File: src/rtl/oc_pkg.sv
`timescale 1ns/1ps
package oc_pkg;

    localparam int OC_TW     = 16;
    localparam int OC_MODE_W = 4;

    typedef enum logic [OC_MODE_W-1:0] {
        OC_OFF    = 4'b0000,
        OC_TOGGLE = 4'b0010,
        OC_SET    = 4'b1000,
        OC_CLR    = 4'b1001,
        OC_SOFT   = 4'b1010,
        OC_EVENT  = 4'b1011
    } oc_mode_e;

    typedef enum logic [1:0] {
        ACT_HOLD,
        ACT_HIGH,
        ACT_LOW,
        ACT_FLIP
    } pin_act_e;

    typedef struct packed {
        logic     active;
        pin_act_e act;
        logic     event_trig;
        logic     force_low;
    } oc_ctrl_t;

    typedef struct packed {
        logic irq;
        logic tclr;
        logic adc;
    } oc_pulse_t;

    function automatic oc_ctrl_t oc_decode(input logic [OC_MODE_W-1:0] m);
        oc_ctrl_t c;
        c = '{active: 1'b0, act: ACT_HOLD, event_trig: 1'b0, force_low: 1'b0};
        case (m)
            OC_OFF:    c.force_low = 1'b1;
            OC_TOGGLE: begin c.active = 1'b1; c.act = ACT_FLIP; end
            OC_SET:    begin c.active = 1'b1; c.act = ACT_HIGH; end
            OC_CLR:    begin c.active = 1'b1; c.act = ACT_LOW;  end
            OC_SOFT:   c.active = 1'b1;
            OC_EVENT:  begin c.active = 1'b1; c.event_trig = 1'b1; end
            default:   ;
        endcase
        return c;
    endfunction

    function automatic logic oc_apply(input pin_act_e a, input logic cur);
        case (a)
            ACT_HIGH: return 1'b1;
            ACT_LOW:  return 1'b0;
            ACT_FLIP: return ~cur;
            default:  return cur;
        endcase
    endfunction

endpackage

File: src/rtl/oc_mode_decode.sv
`timescale 1ns/1ps
module oc_mode_decode
    import oc_pkg::*;
(
    input  logic [OC_MODE_W-1:0] mode,
    output oc_ctrl_t             ctrl
);
    always_comb ctrl = oc_decode(mode);
endmodule

File: src/rtl/oc_match_detect.sv
`timescale 1ns/1ps
module oc_match_detect #(
    parameter int TW = 16
) (
    input  logic          clk,
    input  logic          rst,
    input  logic          sel,
    input  logic [TW-1:0] tmr_a,
    input  logic [TW-1:0] tmr_b,
    input  logic [TW-1:0] cmp,
    output logic          hit
);
    logic [TW-1:0] tmr_cur;
    logic          eq;
    logic          eq_q;

    always_comb begin
        tmr_cur = sel ? tmr_b : tmr_a;
        eq      = (tmr_cur == cmp);
        hit     = eq & ~eq_q;
    end

    always_ff @(posedge clk) begin
        if (rst) eq_q <= 1'b0;
        else     eq_q <= eq;
    end
endmodule

File: src/rtl/oc_pin_latch.sv
`timescale 1ns/1ps
module oc_pin_latch
    import oc_pkg::*;
(
    input  logic     clk,
    input  logic     rst,
    input  logic     force_low,
    input  logic     fire,
    input  pin_act_e act,
    output logic     pin
);
    always_ff @(posedge clk) begin
        if (rst || force_low) pin <= 1'b0;
        else if (fire)        pin <= oc_apply(act, pin);
    end
endmodule

File: src/rtl/oc_compare_unit.sv
`timescale 1ns/1ps
module oc_compare_unit
    import oc_pkg::*;
#(
    parameter int TW = OC_TW
) (
    input  logic                 clk,
    input  logic                 rst,
    input  logic [OC_MODE_W-1:0] mode,
    input  logic                 tmr_sel,
    input  logic [TW-1:0]        tmr_a,
    input  logic [TW-1:0]        tmr_b,
    input  logic [TW-1:0]        cmp_val,
    input  logic                 adc_en,
    output logic                 cmp_out,
    output logic                 match_flag,
    output logic                 tmr_clear,
    output logic                 adc_go
);
    oc_ctrl_t  ctrl;
    logic      hit;
    logic      fire;
    oc_pulse_t pulse_d, pulse_q;

    oc_mode_decode u_dec (.mode(mode), .ctrl(ctrl));

    oc_match_detect #(.TW(TW)) u_match (
        .clk(clk), .rst(rst), .sel(tmr_sel),
        .tmr_a(tmr_a), .tmr_b(tmr_b), .cmp(cmp_val), .hit(hit)
    );

    assign fire = hit & ctrl.active;

    oc_pin_latch u_pin (
        .clk(clk), .rst(rst), .force_low(ctrl.force_low),
        .fire(fire), .act(ctrl.act), .pin(cmp_out)
    );

    always_comb begin
        pulse_d.irq  = fire;
        pulse_d.tclr = fire & ctrl.event_trig;
        pulse_d.adc  = fire & ctrl.event_trig & adc_en;
    end

    always_ff @(posedge clk) begin
        if (rst) pulse_q <= '0;
        else     pulse_q <= pulse_d;
    end

    assign match_flag = pulse_q.irq;
    assign tmr_clear  = pulse_q.tclr;
    assign adc_go     = pulse_q.adc;
endmodule

File: config.mk
export PLATFORM = sky130hd
export DESIGN_NAME = oc_compare_unit
export DESIGN_NICKNAME = d
export VERILOG_FILES = /design/src/rtl/oc_pkg.sv /design/src/rtl/oc_mode_decode.sv /design/src/rtl/oc_match_detect.sv /design/src/rtl/oc_pin_latch.sv /design/src/rtl/oc_compare_unit.sv
export SDC_FILE = /design/constraint.sdc
export NUM_CORES = 1
export LEC_CHECK = 0
export ABC_CLOCK_PERIOD_IN_PS = 2700
export BUFFER_PORTS_ARGS = -buffer_cell sky130_fd_sc_hd__buf_2
export CAP_MARGIN = 15
export CORE_UTILIZATION = 37
export DETAILED_ROUTE_END_ITERATION = 10
export PLACE_DENSITY_LB_ADDON = 0.25
export SYNTH_ARGS = -nofsm -noshare
export SYNTH_HDL_FRONTEND = slang
export SYNTH_SLANG_ARGS = --single-unit
File: constraint.sdc
create_clock -name clk -period 2.7 [get_ports clk]
set_input_delay 0.135 -clock clk [delete_from_list [all_inputs] [get_ports clk]]
set_output_delay 0.135 -clock clk [all_outputs]
set_load 0.01 [all_outputs]
* Word-level counts from Yosys, hierarchy flattened
Index checks and enable logic that the tools add are counted.
** Cells by class
- Multiplexer cells :: 6
- Bitwise operators :: 6
- Equal/unequal tests :: 9
- Multiply operators :: 0
- $lt $le $gt $ge :: 0
- Add/subtract/negate cells :: 0
- Reduce and logical (&&, ||, !) cells :: 5
- Shift-type cells :: 0
- Divide/modulo/power cells :: 0
** Operator list (count)
- equality test 16 bit :: 1
- equality test 4 bit, second input constant :: 4
- 2-to-1 mux 16 bit :: 1
- case mux 2 bit (3 select lines) :: 1
- OR reduction 5 bit :: 1
- bitwise AND 1 bit :: 4
- equality test 2 bit, second input constant :: 2
- equality test 4 x 2 -> 1 bit, second input constant :: 1
- logical NOT 4 bit :: 1
- 2-to-1 mux 1 bit :: 3
- case mux 1 bit (3 select lines) :: 1
- nonzero test 3 bit :: 1
- equality test 2 x 1 -> 1 bit, second input constant :: 1
- NOT 1 bit :: 2
- AND reduction 2 bit :: 1
- logical OR 1 bit :: 1
** Word-level totals
- Memories :: 0
- Input bits :: 56
- Memory bits (writable) :: 0
- Memory bits (read-only) :: 0
- Word-level logic and storage cells :: 31
- Output and inout bits :: 4
- Bits in registers :: 5
- Latch bits :: 0

* Depth between registers and ports, before layout
- Depth after elaboration :: 6
- Gate-level depth with buffers :: 8
- Gate-level depth less buffers :: 6

* Hierarchy
From an unflattened synthesis, not the netlist that was laid out.
** Second synthesis, totals
- Cells, all modules :: 63
- Area, all modules :: 588.1 µm²
** By module, submodules not included
- oc_match_detect :: times used 1, cells an instance 42, area each 390.4 µm², sequential area each 20.0 µm²
- oc_compare_unit :: times used 1, cells an instance 7, area each 91.3 µm², sequential area each 60.1 µm²
- oc_mode_decode :: times used 1, cells an instance 10, area each 62.6 µm², sequential area each 0.0 µm²
- oc_pin_latch :: times used 1, cells an instance 4, area each 43.8 µm², sequential area each 20.0 µm²

* Least setup slack after synthesis
Ideal clock, no wire load.
- Kind :: input to register
- From :: input tmr_sel
- To :: register u_pin.pin
- Path buffers :: 2
- Arrival :: 1769 ps
- Cell stages on the path :: 8
- Setup time :: 95 ps
- Path slack :: 836 ps
- Data required time :: 2605 ps
- Cells stage by stage :: buf_6 > buf_12 > mux2i_1 > xnor2_1 > nor4_1 > nand4_1 > or4_1 > a221oi_1
** On the way
- Cells in the longest elaborated chain, start to end :: 5
** Ends and longest elaborated chain
- start, declared :: line oc_compare_unit.sv:10 : input logic tmr_sel,
- 2-to-1 mux 16 bit :: line oc_match_detect.sv:18 : tmr_cur = sel ? tmr_b : tmr_a;
- equality test 16 bit :: line oc_match_detect.sv:19 : eq = (tmr_cur == cmp);
- bitwise AND 1 bit :: line oc_match_detect.sv:20 : hit = eq & ~eq_q;
- bitwise AND 1 bit :: line oc_compare_unit.sv:32 : assign fire = hit & ctrl.active;
- AND reduction 2 bit (no line)
- end signal, assigned :: line oc_pin_latch.sv:14 : else if (fire) pin <= oc_apply(act, pin);
- end, declared :: line oc_pin_latch.sv:10 : output logic pin
No other way between the ends.
A chain may end at the register's enable or synchronous reset.

* Final worst setup path
Same ends and word-level chain as after synthesis.

==> reports/summary.txt <==
status: completed
Max Transition Viols Final: 0
Synth area leaders: mux2i_1 (28%), xnor2_1 (24%), dfxtp_1 (17%)
Vias: 709
Global Route met1 Usage: 21.8%
Critical Path Source Type: input port
postcts setup bufs: 0
Global Route met3 Usage: 5.65%
DRC Markers: 0
CP Class: in -> reg
measured slew at the worst slew-check pin: 0.444 ns
pin count of the biggest net entering global routing: 17
Post-synth top cells: mux2i_1 (16), xnor2_1 (16), dfxtp_1 (5), nor2_1 (5), nor4_1 (4)
Synth-to-Final Area Change: 53.3%
post-synthesis mux area share: 27.6%
Post-Syn Area: 579 µm²
xor-xnor portion of the synthesized cell area: 24.2%
Lkg Pwr: 0.000451 µW
Clk pin slew, worst setup/hold paths: 0.04 ns
Arr. time, crit path: 2.17 ns
Top Usage Layer GRT: met2
fin nets: 182
post-route ant nets: 0
Synth Area in Compound Gates: 6.70%
first-pass GRT wire length: 2570 µm
hold_buf cts: 0
CP Capture Type: register
fmax: 0.492 GHz
Syn Area/Cell: 9.05 µm²
VDD IR max: 0.161 mV
initial antenna violation count: 0
DP HPWL: 1270 µm
fin crit period: 2.03 ns
Fin. Hold Viols: 0
H-tree Lvls: 1
Synth Flop Type: dfxtp_1
Post-synth EDFFs: 0
chip height: 41.6 µm
Inserted Clock Buffers: 3
CTS tree: done
RSZ-0062 raised after global routing: no
final number of setup-violating endpoints: 0
Iteration-0 DRC Markers: 14
Via density: 5.06
vias in the first global route: 636
clk sinks: 5
Mapped Cells: 64
CTS max path bufs: 2
Max Cap Violations: 0
synthesized flop and latch total: 5
required time worst endpoint: 2.84 ns
clock tree skew after final layout: 0.00280 ns
Tightest Hold Check Type: in -> reg
Distinct cells, synth: 19
main combinational cell family by area after synthesis: multiplexers
gr ovfl total: 0
drt pass-1 iters: 4
Slew headroom: 70.4%
Async S/R FF share, synth: 0%
Die X: 41.6 µm
cts repair resizes: 0
detailed-route wire length per cell: 10.6 µm
top-area cell type share of the netlist area: 27.6%
Ant. Diodes: 0
CP Max Fanout: 16
gr usage total: 18.3%
Adder-Cell Fraction of Synth Area: 0%
Post-Synth Simple-Gate Area: 17.5%
PwrDens: 296 nW/µm²
final wirelength: 1480 µm
Setup TNS: 0 ns
DIE AREA: 1730 µm²
GPL Wtd Cong: 0.804
root buffer cell: clkbuf_4
Fin Hold WS: 0.133 ns
row cnt: 13
clock latency on the worst-skew pair: 0.24 ns
global-route met2 utilization: 29.7%
starting density of the core: 41.9%
core area: 1380 µm²
post-synthesis sequential area ratio: 17.3%
share of cells above drive strength 1: 49.6%
Synth area leader: mux2i_1
# IOs: 60
yosys warns: 0
Buffers on Ports: 59
syn_nets: 120
period utilization: 75.4%
## critical path, stage by stage
cell and delay [ns]:
buf_2 0.37, mux2i_1 0.27, xnor2_1 0.09, nor4_1 0.34, nand4_1 0.23, or4_1 0.44, a221oi_1 0.29
## layout by cell type (no fill, tap or decap), drive strengths merged
cell	netlist	routed
o2bb2ai	1	1
xnor2	16	16
nand3	2	2
nand4	1	1
dfxtp	5	5
or4	1	1
nand4b	1	1
nor4b	1	1
a221oi	2	2
nor2	5	5
nor3	2	2
clkbuf	0	4
buf	2	59
inv	2	2
o31ai	1	1
nor4	4	4
nand2b	1	1
mux2i	16	16
a21oi	1	1
## cells by family (layout without fill, tap and decap cells)
group / Yosys count / after routing
compound gates: 5 / 5
xor+xnor: 16 / 16
buf+inv: 4 / 65
flops: 5 / 5
mux: 16 / 16
simple gates: 18 / 18
## worst paths after layout
| check | cells past startpoint | to | slack (ns) | startpoint |
|---|---|---|---|---|
| min reg2reg | 2 | u_pin.pin | 0.56 | u_match.eq_q |
| min | 2 | u_match.eq_q | 0.13 | rst |
| max reg2reg | 2 | u_pin.pin | 1.51 | u_match.eq_q |
| max | 7 | u_pin.pin | 0.67 | tmr_sel |
## metrics by stage
step                      cell area (µm²)  setup slack (ns)  total power, µW  std cells  utilization, %
final                                 888             0.665              263        140            64.3
after global routing                  888             0.527              288        140            64.3
after CTS                             888             0.661              268        140            64.3
after detailed placement              862             0.399              181        136            62.4
after global placement                862             0.480              179        136            62.4
after floorplan                       579             0.836              136         64               -
## registers in the layout (all words and copies together) (netlist names)
signal        count
tmr_clear         1
match_flag        1
u_pin.pin         1
u_match.eq_q      1
adc_go            1
## final cells by class
class                           count  area [µm²]
Inverter                            2        7.51
Tap cell                           15        18.8
Multi-Input combinational cell     55         440
Clock buffer                        4        26.3
Fill cell                         128         494
Timing Repair Buffer               59         295
Sequential cell                     5         100
## metal layers
layer / vias to the layer above / wire length [µm]
met3: 2 / 152
met1: 301 / 570
li1: 361 / -
met4: 0 / 13
met2: 45 / 741
met5: - / 0
## power breakdown
part           leakage [µW]  switching, µW  internal (µW)  total (µW)
clock             0.0000150           28.7           55.7        84.4
sequential        0.0000402       0.000376           74.1        74.1
combinational      0.000396           42.3           62.5         105
total              0.000451           71.0            192         263
Note: power is estimated with default switching activity, not from simulation.
